[src/rtl/pcf_pkg.sv]
package pcf_pkg;
  typedef enum logic [2:0] {
    ST_COLLECT,
    ST_SEED,
    ST_LOAD,
    ST_GROW,
    ST_EMIT
  } pcf_state_e;
endpackage

[src/rtl/pcf_hit_store.sv]
module pcf_hit_store #(
  parameter int COL_W = 8,
  parameter int ROW_W = 9,
  parameter int CHG_W = 8,
  parameter int DEPTH = 32,
  localparam int IDX_W = $clog2(DEPTH),
  localparam int CNT_W = IDX_W + 1
) (
  input  logic             clk_i,
  input  logic             rst_ni,
  input  logic             wr_en_i,
  input  logic [COL_W-1:0] wr_col_i,
  input  logic [ROW_W-1:0] wr_row_i,
  input  logic [CHG_W-1:0] wr_chg_i,
  input  logic             clear_i,
  input  logic             kill_en_i,
  input  logic [IDX_W-1:0] kill_idx_i,
  input  logic [IDX_W-1:0] rd_idx_i,
  output logic [COL_W-1:0] rd_col_o,
  output logic [ROW_W-1:0] rd_row_o,
  output logic [CHG_W-1:0] rd_chg_o,
  output logic             rd_live_o,
  output logic             full_o,
  output logic [CNT_W-1:0] cnt_o,
  output logic             any_live_o,
  output logic [IDX_W-1:0] first_idx_o
);
  logic [COL_W-1:0] col_q [DEPTH];
  logic [ROW_W-1:0] row_q [DEPTH];
  logic [CHG_W-1:0] chg_q [DEPTH];
  logic [DEPTH-1:0] live_q;
  logic [CNT_W-1:0] cnt_q;
  logic             wr_ok;

  assign full_o = (cnt_q == CNT_W'(DEPTH));
  assign wr_ok  = wr_en_i && !full_o;

  always_ff @(posedge clk_i or negedge rst_ni) begin
    if (!rst_ni) begin
      cnt_q  <= '0;
      live_q <= '0;
    end else if (clear_i) begin
      cnt_q  <= '0;
      live_q <= '0;
    end else begin
      if (wr_ok) begin
        live_q[cnt_q[IDX_W-1:0]] <= 1'b1;
        cnt_q <= cnt_q + CNT_W'(1);
      end
      if (kill_en_i) live_q[kill_idx_i] <= 1'b0;
    end
  end

  always_ff @(posedge clk_i) begin
    if (wr_ok) begin
      col_q[cnt_q[IDX_W-1:0]] <= wr_col_i;
      row_q[cnt_q[IDX_W-1:0]] <= wr_row_i;
      chg_q[cnt_q[IDX_W-1:0]] <= wr_chg_i;
    end
  end

  // earliest live entry = next seed
  always_comb begin
    first_idx_o = '0;
    for (int i = DEPTH - 1; i >= 0; i--) begin
      if (live_q[i]) first_idx_o = IDX_W'(i);
    end
  end

  assign any_live_o = |live_q;
  assign cnt_o      = cnt_q;
  assign rd_col_o   = col_q[rd_idx_i];
  assign rd_row_o   = row_q[rd_idx_i];
  assign rd_chg_o   = chg_q[rd_idx_i];
  assign rd_live_o  = live_q[rd_idx_i];
endmodule

[src/rtl/pcf_cell_grid.sv]
module pcf_cell_grid #(
  parameter int WIN_R = 21,
  parameter int WIN_C = 8,
  parameter int IDX_W = 5,
  localparam int RW = $clog2(WIN_R),
  localparam int CW = $clog2(WIN_C),
  localparam int N  = WIN_R * WIN_C,
  localparam int NW = $clog2(N),
  localparam int SEED_K = WIN_C / 2
) (
  input  logic             clk_i,
  input  logic             rst_ni,
  input  logic             clear_i,
  input  logic             load_en_i,
  input  logic [RW-1:0]    load_r_i,
  input  logic [CW-1:0]    load_c_i,
  input  logic [IDX_W-1:0] load_idx_i,
  input  logic             grow_en_i,
  input  logic             pop_en_i,
  output logic             changed_o,
  output logic [IDX_W-1:0] pick_idx_o,
  output logic             pick_last_o
);
  logic [N-1:0]     occ_q, sel_q, sel_nx;
  logic [IDX_W-1:0] idx_q [N];
  logic [NW-1:0]    load_k, pick_k;
  logic             load_ok;

  assign load_k  = NW'(int'(load_r_i) * WIN_C + int'(load_c_i));
  assign load_ok = load_en_i && !occ_q[load_k];

  // one ring of 8-neighbours per step
  for (genvar r = 0; r < WIN_R; r++) begin : g_r
    for (genvar c = 0; c < WIN_C; c++) begin : g_c
      localparam int R0 = (r > 0) ? r - 1 : 0;
      localparam int R1 = (r < WIN_R - 1) ? r + 1 : WIN_R - 1;
      localparam int C0 = (c > 0) ? c - 1 : 0;
      localparam int C1 = (c < WIN_C - 1) ? c + 1 : WIN_C - 1;
      logic nb;
      always_comb begin
        nb = 1'b0;
        for (int rr = R0; rr <= R1; rr++)
          for (int cc = C0; cc <= C1; cc++)
            nb = nb | sel_q[rr*WIN_C+cc];
      end
      assign sel_nx[r*WIN_C+c] = occ_q[r*WIN_C+c] & nb;
    end
  end

  assign changed_o = (sel_nx != sel_q);

  always_comb begin
    pick_k = '0;
    for (int i = N - 1; i >= 0; i--) begin
      if (sel_q[i]) pick_k = NW'(i);
    end
  end

  assign pick_idx_o  = idx_q[pick_k];
  assign pick_last_o = ((sel_q & (sel_q - {{(N-1){1'b0}}, 1'b1})) == '0);

  always_ff @(posedge clk_i or negedge rst_ni) begin
    if (!rst_ni) begin
      occ_q <= '0;
      sel_q <= '0;
    end else if (clear_i) begin
      occ_q <= '0;
      sel_q <= {{(N-1){1'b0}}, 1'b1} << SEED_K;
    end else begin
      if (load_ok) occ_q[load_k] <= 1'b1;
      if (grow_en_i) sel_q <= sel_nx;
      else if (pop_en_i) sel_q[pick_k] <= 1'b0;
    end
  end

  always_ff @(posedge clk_i) begin
    if (load_ok) idx_q[load_k] <= load_idx_i;
  end
endmodule

[src/rtl/pix_cluster_finder.sv]
module pix_cluster_finder
  import pcf_pkg::*;
#(
  parameter int COL_W = 8,
  parameter int ROW_W = 9,
  parameter int CHG_W = 8,
  parameter int DEPTH = 32,
  parameter int WIN_R = 21,
  parameter int WIN_C = 8,
  localparam int IDX_W = $clog2(DEPTH),
  localparam int CNT_W = IDX_W + 1,
  localparam int RW = $clog2(WIN_R),
  localparam int CW = $clog2(WIN_C),
  localparam int HALF = WIN_C / 2
) (
  input  logic             clk_i,
  input  logic             rst_ni,
  input  logic             hit_valid_i,
  input  logic [COL_W-1:0] hit_col_i,
  input  logic [ROW_W-1:0] hit_row_i,
  input  logic [CHG_W-1:0] hit_chg_i,
  input  logic             eom_i,
  output logic             in_ready_o,
  output logic             clu_valid_o,
  output logic             clu_last_o,
  output logic [COL_W-1:0] clu_col_o,
  output logic [ROW_W-1:0] clu_row_o,
  output logic [CHG_W-1:0] clu_chg_o
);
  pcf_state_e       st_q;
  logic [COL_W-1:0] seed_col_q, rd_col;
  logic [ROW_W-1:0] seed_row_q, rd_row;
  logic [CHG_W-1:0] rd_chg;
  logic [IDX_W-1:0] ld_idx_q, rd_idx, first_idx, pick_idx;
  logic [CNT_W-1:0] cnt;
  logic             rd_live, full, any_live, changed, pick_last;
  logic             ld_last, in_win, st_clear;
  logic [ROW_W:0]   dr;
  logic [COL_W+1:0] dc;

  assign in_ready_o = (st_q == ST_COLLECT) && !full;
  assign st_clear   = (st_q == ST_SEED) && !any_live;

  always_comb begin
    case (st_q)
      ST_SEED: rd_idx = first_idx;
      ST_LOAD: rd_idx = ld_idx_q;
      ST_EMIT: rd_idx = pick_idx;
      default: rd_idx = '0;
    endcase
  end

  pcf_hit_store #(
    .COL_W(COL_W), .ROW_W(ROW_W), .CHG_W(CHG_W), .DEPTH(DEPTH)
  ) u_store (
    .clk_i      (clk_i),
    .rst_ni     (rst_ni),
    .wr_en_i    (hit_valid_i && in_ready_o),
    .wr_col_i   (hit_col_i),
    .wr_row_i   (hit_row_i),
    .wr_chg_i   (hit_chg_i),
    .clear_i    (st_clear),
    .kill_en_i  (st_q == ST_EMIT),
    .kill_idx_i (pick_idx),
    .rd_idx_i   (rd_idx),
    .rd_col_o   (rd_col),
    .rd_row_o   (rd_row),
    .rd_chg_o   (rd_chg),
    .rd_live_o  (rd_live),
    .full_o     (full),
    .cnt_o      (cnt),
    .any_live_o (any_live),
    .first_idx_o(first_idx)
  );

  // window offsets relative to seed; sign bit set means outside
  assign dr     = {1'b0, rd_row} - {1'b0, seed_row_q};
  assign dc     = {2'b0, rd_col} + (COL_W+2)'(HALF) - {2'b0, seed_col_q};
  assign in_win = rd_live && !dr[ROW_W] && (dr < (ROW_W+1)'(WIN_R))
                  && !dc[COL_W+1] && (dc < (COL_W+2)'(WIN_C));
  assign ld_last = ((CNT_W'(ld_idx_q) + CNT_W'(1)) == cnt);

  pcf_cell_grid #(
    .WIN_R(WIN_R), .WIN_C(WIN_C), .IDX_W(IDX_W)
  ) u_grid (
    .clk_i      (clk_i),
    .rst_ni     (rst_ni),
    .clear_i    (st_q == ST_SEED),
    .load_en_i  ((st_q == ST_LOAD) && in_win),
    .load_r_i   (dr[RW-1:0]),
    .load_c_i   (dc[CW-1:0]),
    .load_idx_i (ld_idx_q),
    .grow_en_i  (st_q == ST_GROW),
    .pop_en_i   (st_q == ST_EMIT),
    .changed_o  (changed),
    .pick_idx_o (pick_idx),
    .pick_last_o(pick_last)
  );

  always_ff @(posedge clk_i or negedge rst_ni) begin
    if (!rst_ni) begin
      st_q       <= ST_COLLECT;
      seed_col_q <= '0;
      seed_row_q <= '0;
      ld_idx_q   <= '0;
    end else begin
      case (st_q)
        ST_COLLECT: if (eom_i) st_q <= ST_SEED;
        ST_SEED: begin
          if (any_live) begin
            seed_col_q <= rd_col;
            seed_row_q <= rd_row;
            ld_idx_q   <= '0;
            st_q       <= ST_LOAD;
          end else begin
            st_q <= ST_COLLECT;
          end
        end
        ST_LOAD: begin
          ld_idx_q <= ld_idx_q + IDX_W'(1);
          if (ld_last) st_q <= ST_GROW;
        end
        ST_GROW: if (!changed) st_q <= ST_EMIT;
        ST_EMIT: if (pick_last) st_q <= ST_SEED;
        default: st_q <= ST_COLLECT;
      endcase
    end
  end

  assign clu_valid_o = (st_q == ST_EMIT);
  assign clu_last_o  = (st_q == ST_EMIT) && pick_last;
  assign clu_col_o   = rd_col;
  assign clu_row_o   = rd_row;
  assign clu_chg_o   = rd_chg;
endmodule

[config.mk]
export PLATFORM = sky130hd
export DESIGN_NAME = pix_cluster_finder
export DESIGN_NICKNAME = d
export VERILOG_FILES = /design/src/rtl/pcf_pkg.sv /design/src/rtl/pcf_hit_store.sv /design/src/rtl/pcf_cell_grid.sv /design/src/rtl/pix_cluster_finder.sv
export SDC_FILE = /design/constraint.sdc
export NUM_CORES = 2
export LEC_CHECK = 0
export ABC_AREA = 1
export BUFFER_PORTS_ARGS = -buffer_cell sky130_fd_sc_hd__buf_2
export CAP_MARGIN = 20
export CORE_MARGIN = 5
export CORE_UTILIZATION = 35
export DETAILED_ROUTE_END_ITERATION = 6
export GPL_TIMING_DRIVEN = 1
export SYNTH_ARGS = -nofsm -noshare
export SYNTH_HDL_FRONTEND = slang
export SYNTH_SLANG_ARGS = --single-unit
[constraint.sdc]
create_clock -name clk_i -period 20.8 [get_ports clk_i]
set_clock_uncertainty 0.05 [all_clocks]
set_input_delay 1.04 -clock clk_i [delete_from_list [all_inputs] [get_ports clk_i]]
set_output_delay 1.04 -clock clk_i [all_outputs]
set_load 0.005 [all_outputs]
* Word level (Yosys, flattened, before mapping)
Memory sizes are Yosys's and may differ from the RTL's.
Index checks and enable logic that the tools add are counted.
** Storage, ports and cells
- Bits in registers :: 399
- Word-level logic and storage cells :: 1602
- Output and inout port bits :: 28
- Bits in writable memories :: 1640
- Latch bits :: 0
- ROM bits :: 0
- Memories kept :: 4
** Memories
- u_grid.idx_q :: words 168, bits a word 5, read ports 1, clocked after memory_dff 0, wr ports 1, line pcf_cell_grid.sv:25 : logic [IDX_W-1:0] idx_q [N];
- u_store.row_q :: words 32, bits a word 9, read ports 1, clocked after memory_dff 0, wr ports 1, line pcf_hit_store.sv:29 : logic [ROW_W-1:0] row_q [DEPTH];
- u_store.chg_q :: words 32, bits a word 8, read ports 1, clocked after memory_dff 0, wr ports 1, line pcf_hit_store.sv:30 : logic [CHG_W-1:0] chg_q [DEPTH];
- u_store.col_q :: words 32, bits a word 8, read ports 1, clocked after memory_dff 0, wr ports 1, line pcf_hit_store.sv:28 : logic [COL_W-1:0] col_q [DEPTH];
** Operators by class
- Equality and inequality tests :: 12
- Shifts and indexed selects :: 0
- Magnitude comparators :: 11
- Multipliers :: 0
- Divide/modulo/power cells :: 0
- Reductions and logical operators :: 30
- Multiplexer cells :: 236
- Add/subtract/negate cells :: 8
- Bitwise operators :: 1293
** Operators by type and width (count)
- 8-bit 2-to-1 mux :: 168
- 1-bit OR :: 1118
- 168-bit 2-to-1 mux :: 5
- 168-bit AND :: 2
- 1-bit AND :: 168
- 168-bit zero test :: 1
- 168-bit inequality test :: 1
- 168-bit inverter :: 1
- 168-bit OR :: 1
- 168-bit by 1-bit subtractor with 168-bit output (second input constant) :: 1
- 5-bit 2-to-1 mux :: 33
- 32-bit 2-to-1 mux :: 4
- 32-bit AND :: 1
- 32-bit inverter :: 1
- 32-bit OR :: 1
- 32-bit OR reduction :: 1
- 5-bit by 6-bit < comparator with 1-bit output (second input constant) :: 3
- 8-bit by 9-bit < comparator with 1-bit output (second input constant) :: 2
- 1-bit demux with 8-bit select :: 2
- 8-bit by 1-bit greater-or-equal comparator with 1-bit output (second input constant) :: 2
- 1-bit logical AND :: 15
- 3-bit case mux with 5 select lines :: 1
- 5-bit case mux with 3 select lines :: 1
- 3-bit 2-to-1 mux :: 4
- other kinds (30) :: 53

* Logic depth before layout (Yosys ltp)
An unclocked memory read counts as a cell.
- Depth after elaboration :: 181
- Mapped depth :: 214

* By module
Synthesis repeated with hierarchy kept, for this count alone.
** Second synthesis, totals
- Cell total of the unflattened synthesis :: 9748
- Area, all modules :: 96208.5 µm²
** By module, submodules not included
- pcf_cell_grid :: sequential area each 33632.3 µm², instances 1, area each 60556.8 µm², cells each 6907
- pcf_hit_store :: sequential area each 24974.0 µm², instances 1, area each 33335.7 µm², cells each 2514
- pix_cluster_finder :: sequential area each 625.6 µm², instances 1, area each 2316.0 µm², cells each 327

* Worst setup path after synthesis
OpenSTA, ideal clock, no wires.
- Kind :: reg2reg
- From :: register u_grid.sel_q[166]
- To :: memory u_grid.idx_q[152][0] (enable)
- Required time :: 20410 ps
- Path slack :: 6815 ps
- Clock period less this slack :: 13985 ps
- Cell stages (with the launch flop) :: 208
- Arrival time :: 13595 ps
- Path buffers :: 9
- Cell sequence :: dfrtp_1 > inv_2 > nand2_1 > nand2_1 > nand2_1 > nand2_1 > nand2_1 > nand2_1 > nand2_1 > nand2_1 > nand2_1 > nand2_1 > nand2_1 > nand2_1 > nand2_1 > nand2_1 > nand2_1 > nand2_1 > [172 not listed] > ha_1 > inv_1 > fa_1 > nand2_1 > inv_1 > clkbuf_1 > a22o_1 > a221oi_1 > o221ai_1 > nor2_1 > o22ai_1 > nor4_1 > nand3_1 > nor4_1 > nand4_2 > buf_2 > buf_6 > nor2_1
** On the way
- Elaborated cells on any way between the ends :: 192
- Those cells by class :: add/sub: 4; order compare: 2; mux: 174; reduce/logical: 9; memory: 3
** RTL lines
- start: declaration :: line pcf_cell_grid.sv:24 : logic [N-1:0] occ_q, sel_q, sel_nx;
- start signal: assignment :: line pcf_cell_grid.sv:68 : sel_q <= {{(N-1){1'b0}}, 1'b1} << SEED_K;
- start signal: assignment :: line pcf_cell_grid.sv:71 : if (grow_en_i) sel_q <= sel_nx;
- 8-bit 2-to-1 mux * (167 in series) :: line pcf_cell_grid.sv:55 : if (sel_q[i]) pick_k = NW'(i);
- memory 168 x 5 bit *
- 5-bit case mux with 3 select lines * :: line pix_cluster_finder.sv:45 : case (st_q)
- memory 32 x 8 bit *
- net clu_col_o[1] :: line pix_cluster_finder.sv:26 : output logic [COL_W-1:0] clu_col_o,
- 8-bit by 3-bit adder with 9-bit output * :: line pix_cluster_finder.sv:78 : assign dc = {2'b0, rd_col} + (COL_W+2)'(HALF) - {2'b0, seed_col_q};
- 9-bit by 8-bit subtractor with 10-bit output * :: line pix_cluster_finder.sv:78
- 8-bit by 3-bit adder with 8-bit output / 1-bit zero test (equally long branches) :: line pcf_cell_grid.sv:29, pix_cluster_finder.sv:80
- 1-bit binary-select mux with 8-bit select / 1-bit logical AND (equally long branches) :: line pcf_cell_grid.sv:30, pix_cluster_finder.sv:80
- 1-bit 2-to-1 mux (implied by the code) / 1-bit logical AND (equally long branches) :: line pcf_cell_grid.sv:30, pix_cluster_finder.sv:80
- 1-bit zero test / 1-bit logical AND (equally long branches) :: line pcf_cell_grid.sv:30, pix_cluster_finder.sv:89
- 1-bit logical AND :: line pcf_cell_grid.sv:30 : assign load_ok = load_en_i && !occ_q[load_k];
- 1-bit 2-to-1 mux :: line pcf_cell_grid.sv:77 : if (load_ok) idx_q[load_k] <= load_idx_i;
- 1-bit 2-to-1 mux (implied by the code) :: line pcf_cell_grid.sv:77
- end: declaration :: line pcf_cell_grid.sv:25
The timed path passes the listed nets; every way through them passes the cells marked *. The select of a mux whose other input is x is not followed.

* Worst setup path in the final report
- From :: register u_grid.sel_q[166]
- To :: memory u_grid.idx_q[123][2] (enable)
** On the way
- Longest elaborated chain between the ends :: 180
- Elaborated cells on any way between the ends :: 192
- Those cells by class :: add/sub: 4; order compare: 2; mux: 174; reduce/logical: 9; memory: 3
** RTL lines (line)
- 8-bit 2-to-1 mux * (167 in series) :: pcf_cell_grid.sv:55
- memory 168 x 5 bit *
- 5-bit case mux with 3 select lines * :: pix_cluster_finder.sv:45
- branches (longest 11 deep; another with 9-bit by 8-bit subtractor with 10-bit output)
Every way passes the cells marked *. The select of a mux whose other input is x is not followed.

==> results.yml <==
route:
  drt_iter0_markers: 12330
  detail_route.first_pass.iterations: 6
  remaining_drc_errors: 0
  wirelength_met1_mm: 194.0
  number_of_routed_nets_with_antenna_violations: 0
  vias: 84790
  drt-total-wl_mm: 456.0
  wire_per_inst_um: 31.18
  route.detailed.vias_per_inst: 5.797
  detailroute.wirelength.met2_mm: 193.5
  route.met3.wl_mm: 50.11
  top_layer_used: "met5"
power_and_ir_drop:
  total_leakage_power_nw: 45.21
  power.switching_fraction: 0.4381
  maximum_vdd_ir_drop_mv: 0.2442
  power.share.sequential: 0.279
  power.internal_mw: 9.541
  power.share.clock: 0.247
  combPwrFrac: 0.473
  power.total_mw: 16.98
  power.density_cell_area_mw_per_mm2: 146.1
  p_switching_mw: 7.439
timing:
  finalSetupViolCount: 0
  layout_worst_path_cycle_share: 0.9247
  maxClockFrequency_ghz: 0.05199
  fin_setup_tns_ns: 0
  normalized_max_slew_margin: 0.06823
  drv_slew: 0
  finalHoldViolCount: 0
  final.min_clock_period_ns: 19.23
  worst-slew-pin-transition_ns: 1.388
  rsz0062_at_grt: "false"
finish:
  drive_gt1_frac: 0.1355
  area.sequential_sq_mm: 0.05925
  finalNonFillerCells: 14630
  final_design_area_excluding_fillers_sq_mm: 0.1162
  areaGrowthSynthToFinish_pct: 18.40
  footprint_of_the_multi_input_gates_sq_mm: 0.03162
  num-nets-final: 10750
  final_common_cell: "sky130_fd_sc_hd__edfxtp_1"
  fillerInstances: 26920
  layout_common_cells: "sky130_fd_sc_hd__edfxtp_1, sky130_fd_sc_hd__inv_1, sky130_fd_sc_hd__nand2_1, sky130_fd_sc_hd__nor2_1, sky130_fd_sc_hd__nand3_1"
status:
  run_status: "finished, final reports clean"
synthesis:
  ys.warnings.count: 0
  synthCells: 10160
  share_of_async_settable_or_async_resettable_flops_after_synthesis: 0.1957
  ys_seq_elements: 2039
  number_of_flops_mapped_to_enable_cells_by_yosys: 1640
  synth_top_flop_cell: "sky130_fd_sc_hd__edfxtp_1"
  synthesis.area_sq_mm: 0.09815
  number_of_different_library_cells_in_the_post_synthesis_netlist: 62
  synth_fp_nets: 10220
  syn_area_per_cell_sq_um: 9.663
  synth_seq_area_share: 0.6035
placement:
  place_area_sq_mm: 0.1081
  detailed_place_hpwl_mm: 327.0
  place_inst: 14180
  gp_congestion: 1.060
  buffer_ports.inserted: 56
cts:
  clock_tree.htree_level_count: 4
  insertion_delay_ns: 0.94
  cts_tree: "built"
  tritoncts_num_sinks: 2039
  worst_setup_hold_path_clk_slew_ns: 0.07
  clockBufferDepth: 4
  numCtsBuffers: 227
  cts-root-buf: "sky130_fd_sc_hd__clkbuf_16"
floorplan:
  initial_core_util: 0.3513
  floorplan.core_area_sq_mm: 0.2794
  std_cell_rows: 194
  die_height_um: 539.6
  die-width_um: 539.6
  pin_count: 57
  die_area_sq_mm: 0.2911
setup_path:
  startpoint_of_the_worst_slack_reg_to_reg_timing_path: "u_grid.sel_q[166]"
  startpoint_type: "flop"
  worst-endpoint-required_ns: 21.31
  worstSetupEndpointType: "flop"
  path_common_cell: "sky130_fd_sc_hd__nand2_1"
  critical_path.slowest_cell: "sky130_fd_sc_hd__ha_1"
  worst_path_arrival_ns: 19.74
  r2r_slack_ns: 1.57
  timing.setup.critical_path_class: "flop to flop"
  worst-r2r-cell-count: 210
  critical_path.reg2reg.endpoint: "u_grid.idx_q[123][2]"
  crit_path_max_fanout: 32
  worst_path_largest_cell_delay_ns: 0.47
grt:
  global_route_overflow: 0
  global_route.usage.total: 0.3015
  largest_net_degree_at_the_start_of_global_routing: 191
  grt_first_pass_wirelength_mm: 629.1
  grt_antenna_before_repair: 60
  grt_pass1_vias: 78960
job:
  maxCapViolCount: 0
min_path:
  worstHoldPathType: "primary input to async pin"
registers in the layout (all words and copies together) (netlist names), 8 cells and up:
signal	flops
seed_col_q	8
seed_row_q	9
u_grid.idx_q	840
u_grid.occ_q	168
u_grid.sel_q	168
u_store.chg_q	256
u_store.col_q	256
u_store.live_q	32
u_store.row_q	288
what timing repair did:
item / CTS / global route
gates resized for setup: 0 / 128
hold buffers: 0 / 0
endpoints found under the setup margin: 0 / 996
setup buffers: 0 / 4
cells by family (layout without fill, tap and decap cells):
logic type	Yosys count	count (layout)	synth area share
buffers and inverters	2060	2786	0.08292
AOI/OAI and AO/OA	1583	1583	0.1013
and+or+nand+nor	4316	4316	0.1966
xor gates and xnor gates	127	127	0.01133
other	0	19	0
adders and majority gates	32	32	0.004309
DFF	2039	2039	0.6035
stage by stage:
| step | util | hold WS, ns | worst slack (ns) |
|---|---|---|---|
| after CTS | 0.4144 | 0.06813 | 0.8005 |
| after global routing | 0.4158 | 0.1157 | 0.002615 |
| after global placement | 0.3867 | 0.4162 | 0.3513 |
| after floorplan | - | 0.3991 | 6.815 |
| final | 0.4160 | 0.09653 | 1.567 |
| after detailed placement | 0.3868 | 0.4206 | 0.8829 |
worst max-delay path, delay by kind of cell, from the launching register on:
kind	cells	cell delay, ns
AND/OR/NAND/NOR	190	14.65
flip-flops	1	0.39
buffers and inverters	13	2.19
adder cells (fa/ha/maj)	2	0.75
AO/OA/AOI/OAI	5	0.77
worst max path at each step:
stage                                 start              endpoint  cells after the start
after floorplan           u_grid.sel_q[166]  u_grid.idx_q[152][0]                    207
after global placement    u_grid.sel_q[166]    u_grid.idx_q[9][0]                    203
after detailed placement  u_grid.sel_q[166]    u_grid.idx_q[9][1]                    203
after CTS                 u_grid.sel_q[166]    u_grid.idx_q[9][0]                    203
after global routing      u_grid.sel_q[166]   u_grid.idx_q[34][3]                    213
final                     u_grid.sel_q[166]  u_grid.idx_q[123][2]                    210
Yosys cell counts, types with 6 or more instances:
cell	n	share of area
sky130_fd_sc_hd__o211ai_1	301	0.023
sky130_fd_sc_hd__o22a_1	32	0.0029
sky130_fd_sc_hd__a2111oi_0	6	0.00054
sky130_fd_sc_hd__dfrtp_1	399	0.10
sky130_fd_sc_hd__o21ai_1	10	0.00051
sky130_fd_sc_hd__o21a_1	9	0.00069
sky130_fd_sc_hd__buf_4	30	0.0023
sky130_fd_sc_hd__buf_1	60	0.0023
sky130_fd_sc_hd__ha_1	29	0.0037
sky130_fd_sc_hd__o21ai_0	386	0.020
sky130_fd_sc_hd__o31ai_1	48	0.0037
sky130_fd_sc_hd__o221ai_1	73	0.0065
sky130_fd_sc_hd__nor3_1	143	0.0073
sky130_fd_sc_hd__nand3b_1	155	0.012
sky130_fd_sc_hd__a21oi_1	339	0.017
sky130_fd_sc_hd__nand3_1	935	0.048
sky130_fd_sc_hd__a22oi_1	24	0.0018
sky130_fd_sc_hd__o22ai_1	202	0.013
sky130_fd_sc_hd__a221oi_1	12	0.0011
sky130_fd_sc_hd__buf_6	14	0.0016
sky130_fd_sc_hd__clkinv_1	18	0.00069
sky130_fd_sc_hd__nand2_1	1456	0.056
sky130_fd_sc_hd__clkbuf_1	315	0.012
sky130_fd_sc_hd__or2_2	25	0.0016
sky130_fd_sc_hd__nor2_1	1172	0.045
sky130_fd_sc_hd__xor2_1	126	0.011
sky130_fd_sc_hd__o2111ai_1	21	0.0019
sky130_fd_sc_hd__edfxtp_1	1640	0.50
sky130_fd_sc_hd__nor4_1	77	0.0049
sky130_fd_sc_hd__a31oi_1	69	0.0044
sky130_fd_sc_hd__inv_1	1467	0.056
sky130_fd_sc_hd__buf_2	151	0.0077
sky130_fd_sc_hd__nand4_1	330	0.021
sky130_fd_sc_hd__o311ai_0	20	0.0018
power groups by stage:
stage / combinational (mW) / sequential [mW] / clock (mW)
final: 8.03 / 4.75 / 4.20
after global routing: 8.31 / 4.75 / 4.42
after CTS: 7.72 / 4.74 / 4.25
after detailed placement: 7.69 / 4.83 / 0
after global placement: 7.67 / 4.83 / 0
after floorplan: 3.34 / 4.85 / 0
cell type report:
class / count / area share
Inverter: 1490 / 0.04827
Multi-Input combinational cell: 6058 / 0.2721
Sequential cell: 2039 / 0.5098
Clock inverter: 151 / 0.01501
Tap cell: 3724 / 0.04009
Clock buffer: 273 / 0.05115
Antenna cell: 19 / 0.0004091
Timing Repair Buffer: 872 / 0.06316
metal layers:
metal,vias up,track usage
li1,36300,-
met1,42420,0.4353
met2,5183,0.4411
met3,845,0.07453
met4,46,0.1034
met5,-,0
Power figures use the tool's default switching activity.
